**config.mk**
```make
export PLATFORM = sky130hd
export DESIGN_NAME = warp_inst_ctr
export DESIGN_NICKNAME = d
export VERILOG_FILES = /design/src/rtl/wic_pkg.sv /design/src/rtl/wic_popcnt.sv /design/src/rtl/wic_sat_acc.sv /design/src/rtl/wic_part.sv /design/src/rtl/wic_sm_total.sv /design/src/rtl/warp_inst_ctr.sv
export SDC_FILE = /design/constraint.sdc
export NUM_CORES = 2
export LEC_CHECK = 0
export ABC_CLOCK_PERIOD_IN_PS = 2350
export CORE_MARGIN = 5
export CORE_UTILIZATION = 60
export CTS_CLUSTER_DIAMETER = 60
export DETAILED_ROUTE_END_ITERATION = 16
export DONT_BUFFER_PORTS = 1
export GPL_ROUTABILITY_DRIVEN = 0
export PLACE_DENSITY = 0.9
export RECOVER_POWER = 25
export SLEW_MARGIN = 20
export SYNTH_ARGS = -nofsm -noshare
export SYNTH_HDL_FRONTEND = slang
export SYNTH_HIERARCHICAL = 1
export SYNTH_SLANG_ARGS = --single-unit
export TNS_END_PERCENT = 5
```
**constraint.sdc**
```tcl
create_clock -name clk_i -period 2.35 [get_ports clk_i]
set_input_delay 0.5875 -clock clk_i [delete_from_list [all_inputs] [get_ports clk_i]]
set_output_delay 0.5875 -clock clk_i [all_outputs]
set_load 0.1 [all_outputs]
```
**src/rtl/wic_pkg.sv**
```systemverilog
package wic_pkg;
  typedef enum logic [1:0] {
    MET_WARP   = 2'd0,
    MET_THREAD = 2'd1,
    MET_PRED   = 2'd2,
    MET_NONE   = 2'd3
  } metric_e;
endpackage

```
**src/rtl/wic_popcnt.sv**
```systemverilog
module wic_popcnt #(
  parameter int unsigned W = 32,
  localparam int unsigned CW = $clog2(W + 1)
) (
  input  logic [W-1:0]  vec_i,
  output logic [CW-1:0] cnt_o
);
  always_comb begin
    cnt_o = '0;
    for (int i = 0; i < W; i++) cnt_o = cnt_o + CW'(vec_i[i]);
  end
endmodule

```
**src/rtl/wic_sat_acc.sv**
```systemverilog
module wic_sat_acc #(
  parameter int unsigned CNT_W = 48,
  parameter int unsigned INC_W = 6
) (
  input  logic             clk_i,
  input  logic             rst_ni,
  input  logic             clear_i,
  input  logic [INC_W-1:0] inc_i,
  output logic [CNT_W-1:0] cnt_o
);
  logic [CNT_W:0] sum;
  assign sum = {1'b0, cnt_o} + (CNT_W + 1)'(inc_i);

  always_ff @(posedge clk_i or negedge rst_ni) begin
    if (!rst_ni)          cnt_o <= '0;
    else if (clear_i)     cnt_o <= '0;
    else if (sum[CNT_W])  cnt_o <= '1;
    else                  cnt_o <= sum[CNT_W-1:0];
  end
endmodule

```
**src/rtl/wic_part.sv**
```systemverilog
module wic_part #(
  parameter int unsigned LANES = 32,
  parameter int unsigned CNT_W = 48,
  localparam int unsigned PC_W = $clog2(LANES + 1)
) (
  input  logic             clk_i,
  input  logic             rst_ni,
  input  logic             clear_i,
  input  logic             vld_i,
  input  logic [LANES-1:0] act_i,
  input  logic [LANES-1:0] prd_i,
  output logic             inc_warp_o,
  output logic [PC_W-1:0]  inc_thr_o,
  output logic [PC_W-1:0]  inc_pred_o,
  output logic [CNT_W-1:0] cnt_warp_o,
  output logic [CNT_W-1:0] cnt_thr_o,
  output logic [CNT_W-1:0] cnt_pred_o
);
  logic [PC_W-1:0] pc_act, pc_on;

  wic_popcnt #(.W(LANES)) i_pc_act (.vec_i(act_i),         .cnt_o(pc_act));
  // inactive lanes never count as predicated on
  wic_popcnt #(.W(LANES)) i_pc_on  (.vec_i(act_i & prd_i), .cnt_o(pc_on));

  assign inc_warp_o = vld_i;
  assign inc_thr_o  = vld_i ? pc_act : '0;
  assign inc_pred_o = vld_i ? pc_on  : '0;

  wic_sat_acc #(.CNT_W(CNT_W), .INC_W(1)) i_acc_warp (
    .clk_i, .rst_ni, .clear_i, .inc_i(inc_warp_o), .cnt_o(cnt_warp_o));
  wic_sat_acc #(.CNT_W(CNT_W), .INC_W(PC_W)) i_acc_thr (
    .clk_i, .rst_ni, .clear_i, .inc_i(inc_thr_o), .cnt_o(cnt_thr_o));
  wic_sat_acc #(.CNT_W(CNT_W), .INC_W(PC_W)) i_acc_pred (
    .clk_i, .rst_ni, .clear_i, .inc_i(inc_pred_o), .cnt_o(cnt_pred_o));
endmodule

```
**src/rtl/wic_sm_total.sv**
```systemverilog
module wic_sm_total #(
  parameter int unsigned NUM_PARTS = 4,
  parameter int unsigned LANES     = 32,
  parameter int unsigned CNT_W     = 48,
  localparam int unsigned PC_W  = $clog2(LANES + 1),
  localparam int unsigned SW_W  = $clog2(NUM_PARTS + 1),
  localparam int unsigned ST_W  = $clog2(NUM_PARTS * LANES + 1)
) (
  input  logic                           clk_i,
  input  logic                           rst_ni,
  input  logic                           clear_i,
  input  logic [NUM_PARTS-1:0]           inc_warp_i,
  input  logic [NUM_PARTS-1:0][PC_W-1:0] inc_thr_i,
  input  logic [NUM_PARTS-1:0][PC_W-1:0] inc_pred_i,
  output logic [CNT_W-1:0]               tot_warp_o,
  output logic [CNT_W-1:0]               tot_thr_o,
  output logic [CNT_W-1:0]               tot_pred_o
);
  logic [SW_W-1:0] sum_warp;
  logic [ST_W-1:0] sum_thr, sum_pred;

  // all four increments folded into one update per cycle
  always_comb begin
    sum_warp = '0;
    sum_thr  = '0;
    sum_pred = '0;
    for (int p = 0; p < NUM_PARTS; p++) begin
      sum_warp = sum_warp + SW_W'(inc_warp_i[p]);
      sum_thr  = sum_thr  + ST_W'(inc_thr_i[p]);
      sum_pred = sum_pred + ST_W'(inc_pred_i[p]);
    end
  end

  wic_sat_acc #(.CNT_W(CNT_W), .INC_W(SW_W)) i_tot_warp (
    .clk_i, .rst_ni, .clear_i, .inc_i(sum_warp), .cnt_o(tot_warp_o));
  wic_sat_acc #(.CNT_W(CNT_W), .INC_W(ST_W)) i_tot_thr (
    .clk_i, .rst_ni, .clear_i, .inc_i(sum_thr), .cnt_o(tot_thr_o));
  wic_sat_acc #(.CNT_W(CNT_W), .INC_W(ST_W)) i_tot_pred (
    .clk_i, .rst_ni, .clear_i, .inc_i(sum_pred), .cnt_o(tot_pred_o));
endmodule

```
**src/rtl/warp_inst_ctr.sv**
```systemverilog
module warp_inst_ctr #(
  parameter int unsigned NUM_PARTS = 4,
  parameter int unsigned LANES     = 32,
  parameter int unsigned CNT_W     = 48,
  localparam int unsigned SEL_W = $clog2(NUM_PARTS + 2),
  localparam int unsigned PC_W  = $clog2(LANES + 1)
) (
  input  logic                       clk_i,
  input  logic                       rst_ni,
  input  logic [NUM_PARTS-1:0]       issue_vld_i,
  input  logic [NUM_PARTS*LANES-1:0] active_mask_i,
  input  logic [NUM_PARTS*LANES-1:0] pred_mask_i,
  input  logic                       clear_i,
  input  logic [SEL_W-1:0]           rd_part_i,
  input  logic [1:0]                 rd_metric_i,
  output logic [CNT_W-1:0]           rd_data_o
);
  import wic_pkg::*;

  localparam logic [SEL_W-1:0] SEL_TOT  = SEL_W'(NUM_PARTS);
  localparam logic [SEL_W-1:0] SEL_MEAN = SEL_W'(NUM_PARTS + 1);

  logic [NUM_PARTS-1:0]            inc_warp;
  logic [NUM_PARTS-1:0][PC_W-1:0]  inc_thr, inc_pred;
  logic [NUM_PARTS-1:0][CNT_W-1:0] cnt_warp, cnt_thr, cnt_pred;
  logic [CNT_W-1:0]                tot_warp, tot_thr, tot_pred;
  logic [CNT_W-1:0]                rd_next;

  for (genvar p = 0; p < NUM_PARTS; p++) begin : g_part
    wic_part #(.LANES(LANES), .CNT_W(CNT_W)) i_part (
      .clk_i, .rst_ni, .clear_i,
      .vld_i      (issue_vld_i[p]),
      .act_i      (active_mask_i[p*LANES +: LANES]),
      .prd_i      (pred_mask_i[p*LANES +: LANES]),
      .inc_warp_o (inc_warp[p]),
      .inc_thr_o  (inc_thr[p]),
      .inc_pred_o (inc_pred[p]),
      .cnt_warp_o (cnt_warp[p]),
      .cnt_thr_o  (cnt_thr[p]),
      .cnt_pred_o (cnt_pred[p]));
  end

  wic_sm_total #(.NUM_PARTS(NUM_PARTS), .LANES(LANES), .CNT_W(CNT_W)) i_total (
    .clk_i, .rst_ni, .clear_i,
    .inc_warp_i (inc_warp),
    .inc_thr_i  (inc_thr),
    .inc_pred_i (inc_pred),
    .tot_warp_o (tot_warp),
    .tot_thr_o  (tot_thr),
    .tot_pred_o (tot_pred));

  function automatic logic [CNT_W-1:0] pick(input logic [1:0] m,
      input logic [CNT_W-1:0] w, input logic [CNT_W-1:0] t, input logic [CNT_W-1:0] q);
    case (metric_e'(m))
      MET_WARP:   pick = w;
      MET_THREAD: pick = t;
      MET_PRED:   pick = q;
      default:    pick = '0;
    endcase
  endfunction

  always_comb begin
    rd_next = '0;
    for (int p = 0; p < NUM_PARTS; p++)
      if (rd_part_i == SEL_W'(p))
        rd_next = pick(rd_metric_i, cnt_warp[p], cnt_thr[p], cnt_pred[p]);
    if (rd_part_i == SEL_TOT)
      rd_next = pick(rd_metric_i, tot_warp, tot_thr, tot_pred);
    else if (rd_part_i == SEL_MEAN)
      rd_next = pick(rd_metric_i, tot_warp, tot_thr, tot_pred) / CNT_W'(NUM_PARTS);
  end

  always_ff @(posedge clk_i or negedge rst_ni) begin
    if (!rst_ni) rd_data_o <= '0;
    else         rd_data_o <= rd_next;
  end
endmodule

```
==> results.json, run 1 <==
{
  "synth_seq_area_share_pct": 31.5,
  "port_buffers": 0,
  "grtUsageTotal_pct": 55.1,
  "syn_nets": 7217,
  "start_util_pct": 60.1,
  "synth-main-ff-cell": "dfrtp_1",
  "cts_max_level": 3,
  "dp_hpwl_um": 154000,
  "stop_error": "[ERROR GRT-0232] Routing congestion too high. Check the congestion heatmap in the GUI.",
  "synth_edf_count": 0,
  "yosys-top-cells-area": "dfrtp_1, fa_1, inv_1, a21oi_1, ha_1",
  "synth_top_family_by_area": "simple AND/OR/NAND/NOR gates",
  "numCtsBuffers": 89,
  "synth_cells": 6566,
  "synthXorXnorAreaFrac_pct": 5.22,
  "synth.distinct_cells": 100,
  "synth_compound_area_share_pct": 17.9,
  "syn_avg_cell_area_um2": 9.29,
  "place_ws_ns": -6.60,
  "num_rows": 117,
  "die_h_um": 329,
  "cts.sinks": 768,
  "synth_top_area_share_pct": 31.5,
  "synthArstFlopShare_pct": 100,
  "grt_max_degree": 769,
  "synth_seq_cells": 768,
  "clock_path_buffers": 3,
  "synth_area_um2": 61000,
  "yosysWarnings": 6,
  "root_buffer": "clkbuf_16",
  "synth.area.mux_share_pct": 5.98,
  "io_pins": 316,
  "grt-ovfl-total": 10,
  "yosys.area_share.simple_pct": 20.9,
  "synthAdderAreaFrac_pct": 10.7,
  "failing_step": "5_1_grt",
  "synth_area_leader_cell": "dfrtp_1",
  "run_status": "did not finish",
  "fp.dieW_um": 329
}
timing repair:
item                                    CTS
endpoints found under the setup margin  568
gates resized for setup                 272
endpoints found under the hold margin   768
setup buffers                            22
pin swaps                               114
gates cloned                              6
metal layers:
metal	GRT usage, %	GRT overflow
met4	53.4	5
met5	32.7	0
met2	66.7	1
met1	54.3	0
met3	45.1	4
through the flow:
step	area, um2	hold slack (ns)	cells
3_5_place_dp	66200	0.423	8197
2_1_floorplan	61300	0.292	6566
3_3_place_gp	66200	0.425	8197
4_1_cts	71000	-0.295	8388
logic make-up after synthesis:
group | Yosys count
flip-flops | 768
buffers and inverters | 1086
adder cells (fa/ha/maj) | 383
XOR/XNOR | 364
AO/OA/AOI/OAI | 1578
multiplexers | 287
AND/OR/NAND/NOR | 2100
cells in the mapped netlist, types with 93 or more instances:
master / n
xnor2_1: 182
xor2_1: 182
o221ai_1: 132
or4_1: 158
nand4_1: 168
nor2b_1: 93
nand3_1: 245
mux2i_1: 145
and3_1: 171
ha_1: 155
a31oi_1: 246
inv_1: 713
nand2_1: 294
clkbuf_1: 209
a21oi_1: 448
o21ai_0: 175
and2_1: 203
fa_1: 228
dfrtp_1: 768
or3_1: 130
nor2_1: 164
o31ai_1: 130
==> run 2, diff against run 1 <==
Settings changed: ABC_CLOCK_PERIOD_IN_PS 2350 to 3060, CORE_UTILIZATION 60 to 40, CTS_CLUSTER_DIAMETER 60 to unset, PLACE_DENSITY 0.9 to unset, PLACE_DENSITY_LB_ADDON set to 0.15.
Clock period 2.35 ns to 3.06 ns, I/O delays scaled along.
==> results.json, run 2 <==
{
  "cts.sinks": 768,
  "synth_cells": 6566,
  "antenna_found_initial": 10,
  "grtUsageTotal_pct": 25.5,
  "fin_cells": 8957,
  "slew-limit-headroom_pct": -43.4,
  "fin_crit_sh_pct": 266,
  "final_common_cell": "dfrtp_1",
  "comb_power_share_pct": 72.5,
  "setup_violations": 701,
  "grt_pass1_vias": 52013,
  "grt-ovfl-total": 0,
  "drv_slew": 215,
  "dp_hpwl_um": 156000,
  "syn_nets": 7217,
  "grtUsageMet3_pct": 3.94,
  "synth_common_cells": "dfrtp_1, inv_1, a21oi_1, nand2_1, a31oi_1",
  "reg2reg_depth": 10,
  "p_clk_share_pct": 14.2,
  "path_class": "in -> reg",
  "drive_gt1_share_pct": 21.3,
  "tightest_slew_ns": 2.15,
  "numCtsBuffers": 98,
  "syn_avg_cell_area_um2": 9.29,
  "r2r_slack_ns": 0.47,
  "cap_violations": 1,
  "cts_max_level": 3,
  "cp_top_family": "adder cells",
  "power_frac_seq_pct": 13.3,
  "r2r_end": "i_total/i_tot_thr/cnt_o[24]",
  "num_rows": 143,
  "clock_path_buffers": 3,
  "fp.dieW_um": 401,
  "use_met1_pct": 35.8,
  "yosysWarnings": 6,
  "whs_endpoint": "g_part[3].i_part/i_acc_thr/cnt_o[20]",
  "most-common-layout-cells": "dfrtp_1, inv_1, buf_4",
  "placed_cells": 8733,
  "rsz0062_at_grt": "yes",
  "coreArea_um2": 152000,
  "holdPathStages": 1,
  "synth_area_um2": 61000,
  "insertion_delay_ns": 0.73,
  "crit_buf_inv": 12,
  "port_buffers": 0,
  "grt_pass1_wl_um": 324000,
  "root_buffer": "clkbuf_16",
  "drt-total-wl_um": 214000,
  "path_common_cell": "fa_1",
  "finalCriticalPeriod_ns": 8.13,
  "synth_seq_area_share_pct": 31.5,
  "io_pins": 316,
  "tritoncts": "done",
  "power.density_nw_per_um2": 1180,
  "fin_setup_tns_ns": -1720.09,
  "hold_viol": 0,
  "switchingPower_mw": 36.6,
  "internal-power_mw": 48.7,
  "reg_top3": "g_part.i_part/i_acc_pred/cnt_o x192, g_part.i_part/i_acc_thr/cnt_o x192, g_part.i_part/i_acc_warp/cnt_o x192",
  "dieArea_um2": 160000,
  "min_from": "clear_i",
  "run_status": "complete, but fails checks",
  "fmaxAchievable_mhz": 123,
  "use_met2_pct": 40.7,
  "synth-main-ff-cell": "dfrtp_1",
  "crit_arrival_ns": 8.71,
  "cp.required_ns": 3.64,
  "end_kind": "flop",
  "final_util_pct": 47.7,
  "sw_frac_of_total_pct": 42.9,
  "fin_ws_ns": -5.07,
  "worstHoldPathType": "in -> reg",
  "avgRoutedWirePerCell_um": 23.9,
  "startpoint_type": "input pin",
  "violations": "capacitance limit, slew limit, setup timing",
  "die_h_um": 401,
  "synth.distinct_cells": 100,
  "start_util_pct": 40.2,
  "synthArstFlopShare_pct": 100,
  "ir_worst_vdd_uv": 2940,
  "place_ws_ns": -5.99,
  "synth.most_common_cell": "dfrtp_1",
  "area_delta_synth_final_pct": 18.5,
  "crit_path_max_incr_delay_ns": 0.57,
  "synth_edf_count": 0,
  "synth_seq_cells": 768,
  "drtIter0Drc": 4417,
  "crit_fanout": 4,
  "grt_max_degree": 769,
  "grt-busiest-layer": "met2",
  "r2r-start": "i_total/i_tot_thr/cnt_o[0]",
  "synth_area_leader_cell": "dfrtp_1",
  "finalClockSkew_ns": 0.0383,
  "p_leak_nw": 29.7,
  "vias": 53331,
  "crit_slowest_cell": "fa_1",
  "clk_pin_slew_worst_paths_ns": 0.06,
  "via_per_inst": 5.95,
  "fin_nets": 7498,
  "first_pass_iters": 6,
  "final_antenna_net_count": 0,
  "finalPower_mw": 85.3,
  "yosys-top-cells-area": "dfrtp_1, fa_1, inv_1, a21oi_1, ha_1",
  "drcViolationCount": 0,
  "synth_top_area_share_pct": 31.5
}
==> run 2: worst max-delay path by stage <==
stage	start	end	slack (ns)	depth (start not counted)
5_1_grt	pred_mask_i[52]	i_total/i_tot_pred/cnt_o[26]	-5.36	37
6_report	pred_mask_i[52]	i_total/i_tot_pred/cnt_o[26]	-5.07	38
4_1_cts	pred_mask_i[52]	i_total/i_tot_pred/cnt_o[42]	-5.02	34
3_5_place_dp	active_mask_i[35]	i_total/i_tot_pred/cnt_o[47]	-5.99	34
3_3_place_gp	active_mask_i[20]	i_total/i_tot_thr/cnt_o[43]	-5.93	35
2_1_floorplan	active_mask_i[20]	i_total/i_tot_thr/cnt_o[42]	-5.43	34
==> run 2: power groups by stage <==
stage / clock network (mW) / logic (mW) / registers [mW]
after floorplan: 0 / 31.1 / 11.4
after detailed placement: 0 / 49.2 / 11.5
after global placement: 0 / 48.5 / 11.5
after CTS: 12.4 / 59.3 / 11.4
final: 12.1 / 61.8 / 11.4
after global routing: 12.8 / 66.5 / 11.4
==> run 2: final cells by class <==
type                       instances  area [um2]
clock inverter                    36         479
multi-input combinational       4712       39400
tap                             2030        2540
antenna                            4        10.0
sequential                       768       19200
fill                           14486       79400
inverter                         715        2680
timing repair buffer             552        5180
clock buffer                     140        2830
==> run 2: worst register-to-register path, stage by stage (launching register included) <==
cell,delay (ns)
dfrtp_1,0.40
ha_1,0.24
fa_1,0.42
a21oi_1,0.38
o221ai_4,0.23
nand4_4,0.17
nor2_4,0.07
nand3_4,0.16
buf_6,0.16
clkbuf_16,0.15
a21oi_1,0.06
==> run 2: cells by family (layout without fill, tap and decap cells) <==
kind of cell / Yosys count / after routing / share of synthesized area [%]
compound gates: 1578 / 1578 / 17.9
other cells: 0 / 4 / 0
simple gates: 2100 / 2100 / 20.9
buf+inv: 1086 / 1443 / 7.86
xor+xnor: 364 / 364 / 5.22
flops: 768 / 768 / 31.5
mux: 287 / 287 / 5.98
fa+ha+maj: 383 / 383 / 10.7
==> run 2: per-layer routing <==
metal / up-vias / wire [um]
li1: 24525 / -
met1: 26905 / 94700
met2: 1579 / 98800
met3: 322 / 12700
met4: 0 / 7760
met5: - / 0
==> run 2: through the flow <==
step | instance area [um2] | hold WS [ns]
4_1_cts | 71100 | -0.184
2_1_floorplan | 61300 | 0.469
3_5_place_dp | 66000 | 0.578
3_3_place_gp | 66000 | 0.571
6_report | 72300 | 0.143
5_1_grt | 72300 | 0.0938
==> run 2: timing repair <==
| item | CTS | global route |
|---|---|---|
| cloned | 2 | 5 |
| setup endpoints to repair | 517 | 526 |
| gates resized for setup | 293 | 161 |
| endpoints found under the hold margin | 768 | 3 |
| pin swaps | 161 | 107 |
| buffers inserted | 17 | 12 |
No activity file was read; power rests on OpenSTA's default activity.
